===== src/rtl/swp_pkg.sv =====
`timescale 1ns/1ps
package swp_pkg;
  localparam int CODE_W = 5;
  localparam logic [CODE_W-1:0] CODE_DEFAULT = 5'd5;
  localparam logic [CODE_W-1:0] CODE_MAX = 5'd31;

  typedef enum logic [1:0] {ST_OFF, ST_INIT, ST_IDLE, ST_PROG} seq_st_t;

  // saturating increment of the pending edge count
  function automatic logic [CODE_W-1:0] sat_inc(input logic [CODE_W-1:0] v);
    return (v == CODE_MAX) ? v : v + 1'b1;
  endfunction

  // inclusive width window test
  function automatic logic in_window(input int unsigned w, input int unsigned lo,
                                     input int unsigned hi);
    return (w >= lo) && (w <= hi);
  endfunction

  function automatic int max3(input int a, input int b, input int c);
    int m;
    m = (a > b) ? a : b;
    return (m > c) ? m : c;
  endfunction
endpackage


===== src/rtl/swp_linemon.sv =====
`timescale 1ns/1ps
module swp_linemon #(
  parameter int SYNC_STAGES = 2,
  parameter int RUN_W = 8
) (
  input  logic             clk,
  input  logic             rst_n,
  input  logic             line_i,
  output logic             lvl_o,
  output logic             rise_o,
  output logic [RUN_W-1:0] lo_run_o,
  output logic [RUN_W-1:0] hi_run_o
);
  logic [SYNC_STAGES-1:0] sync_q;
  logic                   lvl_q;
  logic [RUN_W-1:0]       lo_q, hi_q;

  always_ff @(posedge clk or negedge rst_n) begin
    if (!rst_n) begin
      sync_q <= '0;
      lvl_q  <= 1'b0;
    end else begin
      sync_q <= {sync_q[SYNC_STAGES-2:0], line_i};
      lvl_q  <= sync_q[SYNC_STAGES-1];
    end
  end

  assign lvl_o  = sync_q[SYNC_STAGES-1];
  assign rise_o = lvl_o & ~lvl_q;

  // run-length counters: each counts clocks of its own level, saturating
  always_ff @(posedge clk or negedge rst_n) begin
    if (!rst_n)      lo_q <= '0;
    else if (!lvl_o) lo_q <= (&lo_q) ? lo_q : lo_q + 1'b1;
    else             lo_q <= '0;
  end

  always_ff @(posedge clk or negedge rst_n) begin
    if (!rst_n)     hi_q <= '0;
    else if (lvl_o) hi_q <= (&hi_q) ? hi_q : hi_q + 1'b1;
    else            hi_q <= '0;
  end

  assign lo_run_o = lo_q;
  assign hi_run_o = hi_q;
endmodule


===== src/rtl/swp_seq.sv =====
`timescale 1ns/1ps
module swp_seq
  import swp_pkg::*;
#(
  parameter int MIN_LOW_TICKS = 20,
  parameter int MAX_LOW_TICKS = 250,
  parameter int INIT_TICKS = 4000,
  parameter int STORE_TICKS = 600,
  parameter int OFF_TICKS = 600,
  parameter int RUN_W = 10,
  parameter int INIT_W = 12
) (
  input  logic              clk,
  input  logic              rst_n,
  input  logic              lvl_i,
  input  logic              rise_i,
  input  logic [RUN_W-1:0]  lo_run_i,
  input  logic [RUN_W-1:0]  hi_run_i,
  output logic              en_o,
  output logic [CODE_W-1:0] code_o,
  output logic              stb_o
);
  seq_st_t           st_q;
  logic [INIT_W-1:0] init_q;
  logic [CODE_W-1:0] cnt_q, code_q;
  logic              en_q, stb_q;

  // named internal events
  logic edge_ok, count_now, store_now, off_now, init_done, glitch;
  assign edge_ok   = rise_i && in_window(32'(lo_run_i), MIN_LOW_TICKS, MAX_LOW_TICKS);
  assign glitch    = rise_i && (32'(lo_run_i) < MIN_LOW_TICKS);
  assign count_now = edge_ok && ((st_q == ST_IDLE) || (st_q == ST_PROG));
  assign store_now = (st_q == ST_PROG) && lvl_i && (32'(hi_run_i) == STORE_TICKS);
  assign off_now   = (st_q != ST_OFF) && !lvl_i && (32'(lo_run_i) >= OFF_TICKS);
  assign init_done = (st_q == ST_INIT) && (32'(init_q) >= INIT_TICKS);

  always_ff @(posedge clk or negedge rst_n) begin
    if (!rst_n) begin
      st_q   <= ST_OFF;
      init_q <= '0;
      cnt_q  <= '0;
      code_q <= CODE_DEFAULT;
      en_q   <= 1'b0;
      stb_q  <= 1'b0;
    end else begin
      stb_q <= 1'b0;
      if (st_q == ST_OFF) begin
        if (lvl_i) begin
          st_q   <= ST_INIT;
          en_q   <= 1'b1;
          code_q <= CODE_DEFAULT;
          stb_q  <= 1'b1;
          init_q <= '0;
          cnt_q  <= '0;
        end
      end else if (off_now) begin
        st_q  <= ST_OFF;
        en_q  <= 1'b0;
        cnt_q <= '0;
      end else begin
        if (st_q == ST_INIT) begin
          init_q <= init_q + 1'b1;
          if (init_done) st_q <= ST_IDLE;
        end
        if (count_now) begin
          cnt_q <= sat_inc(cnt_q);
          st_q  <= ST_PROG;
        end else if (store_now) begin
          code_q <= cnt_q;
          stb_q  <= 1'b1;
          cnt_q  <= '0;
          st_q   <= ST_IDLE;
        end
      end
    end
  end

  assign en_o   = en_q;
  assign code_o = code_q;
  assign stb_o  = stb_q;


  enable_load_chk: assert property (@(posedge clk) disable iff (!rst_n)
    $rose(en_q) |-> (stb_q && code_q == CODE_DEFAULT));

  init_quiet_chk: assert property (@(posedge clk) disable iff (!rst_n)
    (st_q == ST_INIT) |-> (cnt_q == '0));

  glitch_ignore_chk: assert property (@(posedge clk) disable iff (!rst_n)
    glitch |=> $stable(cnt_q));

  stb_pulse_chk: assert property (@(posedge clk) disable iff (!rst_n)
    stb_q |=> !stb_q);

  code_hold_chk: assert property (@(posedge clk) disable iff (!rst_n)
    (code_q != $past(code_q)) |-> stb_q);

  cnt_sat_chk: assert property (@(posedge clk) disable iff (!rst_n)
    (count_now && cnt_q == CODE_MAX) |=> (cnt_q == CODE_MAX));

  shut_cause_chk: assert property (@(posedge clk) disable iff (!rst_n)
    $fell(en_q) |-> ($past(32'(lo_run_i)) >= OFF_TICKS && cnt_q == '0));
endmodule


===== src/rtl/swire_vcode_prog.sv =====
`timescale 1ns/1ps
module swire_vcode_prog
  import swp_pkg::*;
#(
  parameter int SYNC_STAGES = 2,
  parameter int MIN_LOW_TICKS = 20,
  parameter int MAX_LOW_TICKS = 250,
  parameter int INIT_TICKS = 4000,
  parameter int STORE_TICKS = 600,
  parameter int OFF_TICKS = 600
) (
  input  logic       clk,
  input  logic       rst_n,
  input  logic       ctrl_line_i,
  output logic       rail_en_o,
  output logic [4:0] vcode_o,
  output logic       vcode_stb_o
);
  localparam int RUN_W  = $clog2(max3(OFF_TICKS, STORE_TICKS, MAX_LOW_TICKS) + 2);
  localparam int INIT_W = $clog2(INIT_TICKS + 2);

  logic             lvl, rise;
  logic [RUN_W-1:0] lo_run, hi_run;

  swp_linemon #(.SYNC_STAGES(SYNC_STAGES), .RUN_W(RUN_W)) u_mon (
    .clk(clk), .rst_n(rst_n), .line_i(ctrl_line_i),
    .lvl_o(lvl), .rise_o(rise), .lo_run_o(lo_run), .hi_run_o(hi_run)
  );

  swp_seq #(
    .MIN_LOW_TICKS(MIN_LOW_TICKS), .MAX_LOW_TICKS(MAX_LOW_TICKS),
    .INIT_TICKS(INIT_TICKS), .STORE_TICKS(STORE_TICKS), .OFF_TICKS(OFF_TICKS),
    .RUN_W(RUN_W), .INIT_W(INIT_W)
  ) u_seq (
    .clk(clk), .rst_n(rst_n), .lvl_i(lvl), .rise_i(rise),
    .lo_run_i(lo_run), .hi_run_i(hi_run),
    .en_o(rail_en_o), .code_o(vcode_o), .stb_o(vcode_stb_o)
  );
endmodule


===== config.mk =====
export PLATFORM = sky130hd
export DESIGN_NAME = swire_vcode_prog
export DESIGN_NICKNAME = d
export VERILOG_FILES = /design/src/rtl/swp_pkg.sv /design/src/rtl/swp_linemon.sv /design/src/rtl/swp_seq.sv /design/src/rtl/swire_vcode_prog.sv
export SDC_FILE = /design/constraint.sdc
export NUM_CORES = 1
export LEC_CHECK = 0
export BUFFER_PORTS_ARGS = -buffer_cell sky130_fd_sc_hd__buf_2
export CORE_ASPECT_RATIO = 0.5
export CORE_MARGIN = 2
export CORE_UTILIZATION = 48
export DETAILED_ROUTE_END_ITERATION = 8
export PLACE_DENSITY = 0.71
export SYNTH_ARGS = -nofsm -noshare
export SYNTH_HDL_FRONTEND = slang
export SYNTH_SLANG_ARGS = --single-unit

===== constraint.sdc =====
create_clock -name clk -period 2.6 [get_ports clk]
set_input_delay 0.13 -clock clk [delete_from_list [all_inputs] [get_ports clk]]
set_output_delay 0.13 -clock clk [all_outputs]
set_load 0.05 [all_outputs]

==> results_dict.tcl <==
set metrics [dict create \
    outcome "finished clean" \
    fmax_mhz 454 \
    vias 2146 \
    insertion_delay_ns 0.31 \
    netlist_top_cells_count "dfrtp_1 (47), nor2_1 (29), nand2_1 (27)" \
    slew_viol_final 0 \
    ys.flop_type "dfrtp_1" \
    synth_top_family_by_area "simple AND/OR/NAND/NOR gates" \
    cts_sinks 49 \
    p_int_mw 1.23 \
    final_nets 312 \
    period_needed_ns 2.20 \
    endpoint_kind "flop" \
    muxShareOfSynthArea_pct 1.92 \
    required_ns 2.78 \
    cts_htree_levels 2 \
    routed_via_density 5.77 \
    area_growth_pct 10.1 \
    ys_seq_elements 49 \
    tightest_slew_ns 0.659 \
    syn_area_um2 2600 \
    antenna_found_initial 0 \
    gp_congestion 0.822 \
    layout_setup_ws_ns 0.396 \
    synth_top_area_share_pct 45.2 \
    cts-root-buf "clkbuf_8" \
    p_sw_share_pct 30.6 \
    path_class "flop to flop" \
    drive_gt1_share_pct 10.9 \
    synth_xor_area_share_pct 3.70 \
    routedWlPerCell_um 14.1 \
    grt-ovfl-total 0 \
    grt_pass1_wl_mm 9.43 \
    path_clk_slew_ns 0.10 \
    grt_pass1_vias 2053 \
    cts_max_path_buffers 2 \
    synth_most_common_cell "dfrtp_1" \
    finalCritPeriodShare_pct 84.8 \
    maxSlewHeadroom_pct 56.0 \
    syn_inst 285 \
    antenna_cells 0 \
    synth_enable_flop_cells 0 \
    yosys.area.top_type "dfrtp_1" \
    cts_resized 0 \
    setup_tns_ns 0 \
    core_area_um2 5070 \
    final_hold_viol_count 0 \
    hp-class "flop to flop" \
    drt_iter0_drc 115 \
    async_flop_share_pct 100 \
    start_util_pct 51.4 \
    routed_wirelength_mm 5.24 \
    synth-simple-area-share_pct 26.2 \
    num_rows 18 \
    cts_setup_buffers 0 \
    ys_seq_area_share_pct 47.2 \
    rsz0062_at_grt "false" \
    synthesis.nets 296 \
    die_w_um 108 \
    power_frac_comb_pct 18.0 \
    post-place-ws_ns 0.385 \
    io_buffers 9 \
    critPathLaunchType "flop" \
    drc_errors 0 \
    die_area_um2 6070 \
    finalSetupViolCount 0 \
    grt_max_degree 30 \
    cts_buffers 5 \
    pwr-share-clk_pct 32.4 \
    drt_pre_antenna_iters 4 \
    grtUsageTotal_pct 19.7 \
    post-dp-hpwl_mm 3.74 \
    peakVddDrop_uv 249 \
    path_max_fanout 5 \
    power_frac_seq_pct 49.6 \
    n_fill_cell 441 \
    synthAdderAreaFrac_pct 3.84 \
    synth_area_leaders "dfrtp_1 (45%), nor2_1 (4.2%), nand2_1 (3.9%)" \
    ios 10 \
    ant_nets 0 \
    yosysWarnings 0 \
    fin_skew_ns 0.0109 \
    crit_arrival_ns 2.39 \
    syn_avg_cell_area_um2 9.14 \
    hold_buffers 2 \
    ys_types 47 \
    cap_violations 0 \
    p_leak_nw 1.22 \
    chipHeight_um 56.1 \
    p_sw_uw 540 \
    power_density_nw_per_um2 616 \
    cts_tree "done" \
    synth_compound_gate_area_share_pct 12.6 \
]
[through the flow]
| step | instances | hold WS [ns] | total power, mW | util (%) | area (um^2) |
|---|---|---|---|---|---|
| global placement | 362 | 0.192 | 1.20 | 53.8 | 2730 |
| global route | 372 | 0.378 | 1.86 | 56.6 | 2870 |
| floorplan | 285 | -0.166 | 1.13 | - | 2600 |
| CTS | 372 | 0.359 | 1.78 | 56.6 | 2870 |
| detailed placement | 362 | 0.199 | 1.21 | 53.8 | 2730 |
| finish | 372 | 0.358 | 1.77 | 56.6 | 2870 |
[layout make-up]
class / instances / area, um^2 / area share [%]
inverter: 17 / 63.8 / 2.23
timing repair buffer: 17 / 110 / 3.84
clock inverter: 2 / 37.5 / 1.31
tap: 70 / 87.6 / 3.05
clock buffer: 6 / 82.6 / 2.88
sequential: 49 / 1230 / 42.8
multi-input combinational: 211 / 1260 / 43.8
[path summary, 6_finish.rpt]
path | startpoint | end | slack, ns | cells after the start
setup reg to reg | u_mon.hi_run_o[5]$_DFFE_PN0P_ | u_seq.cnt_q[3]$_DFFE_PN0P_ | 0.40 | 5
hold reg to reg | u_mon.sync_q[0]$_DFF_PN0_ | u_mon.sync_q[1]$_DFF_PN0_ | 0.36 | 0
min in group asynchronous | rst_n | u_mon.hi_run_o[0]$_DFFE_PN0P_ | 0.38 | 2
setup / recovery | u_mon.hi_run_o[5]$_DFFE_PN0P_ | u_seq.cnt_q[3]$_DFFE_PN0P_ | 0.40 | 5
max in group asynchronous | rst_n | u_seq.code_o[0]$_DFFE_PN1P_ | 1.43 | 3
hold / removal | u_mon.sync_q[0]$_DFF_PN0_ | u_mon.sync_q[1]$_DFF_PN0_ | 0.36 | 0
[routing by layer]
metal / up-vias / GRT usage, % / share of wire, %
li1: 1049 / - / -
met3: 6 / 5.04 / 5.5
met5: - / 0 / 0
met1: 1038 / 27.7 / 49
met2: 53 / 29.8 / 45
met4: 0 / 6.23 / 0.95
[power groups by stage]
stage / combinational (mW) / clock [mW] / sequential, mW
2_1_floorplan: 0.223 / 0 / 0.904
3_3_place_gp: 0.310 / 0 / 0.886
3_5_place_dp: 0.320 / 0 / 0.891
4_1_cts: 0.322 / 0.584 / 0.876
5_1_grt: 0.362 / 0.614 / 0.888
6_report: 0.318 / 0.573 / 0.876
[cell usage in the layout, fill, tap and decap left out, types with 6 or more instances in the layout]
cell type | netlist | routed
nand4_1 | 6 | 6
nand2_1 | 27 | 27
clkbuf_8 | 0 | 6
ha_1 | 8 | 8
nand3_1 | 19 | 19
buf_2 | 0 | 9
buf_4 | 0 | 6
a21oi_1 | 18 | 18
nor3_1 | 17 | 17
xnor2_1 | 7 | 7
inv_1 | 16 | 16
or3_1 | 6 | 6
o21ai_0 | 15 | 15
dfrtp_1 | 47 | 47
nor2_1 | 29 | 29
[cells by family (layout without fill, tap and decap cells)]
logic type               after synthesis  in the layout
AND/OR/NAND/NOR                      133            133
flip-flops                            49             49
adder cells (fa/ha/maj)                8              8
AO/OA/AOI/OAI                         54             54
multiplexers                           5              5
XOR/XNOR                              11             11
buffers and inverters                 25             42
[state kept, by name (all words and copies together), names as in the netlist]
signal / cells
u_mon.hi_run_o: 10
u_seq.stb_o: 1
u_seq.en_o: 1
u_seq.st_q: 2
u_seq.code_o: 5
u_mon.lo_run_o: 10
u_mon.sync_q: 2
u_seq.init_q: 12
u_seq.cnt_q: 5
u_mon.lvl_q: 1
[critical path, stage by stage, from the launching register on]
cell	delay, ns
dfrtp_1	0.42
or4b_1	0.52
or4_4	0.52
and4b_4	0.21
a21oi_2	0.26
o22ai_1	0.15
(Power assumes the default switching activity.)
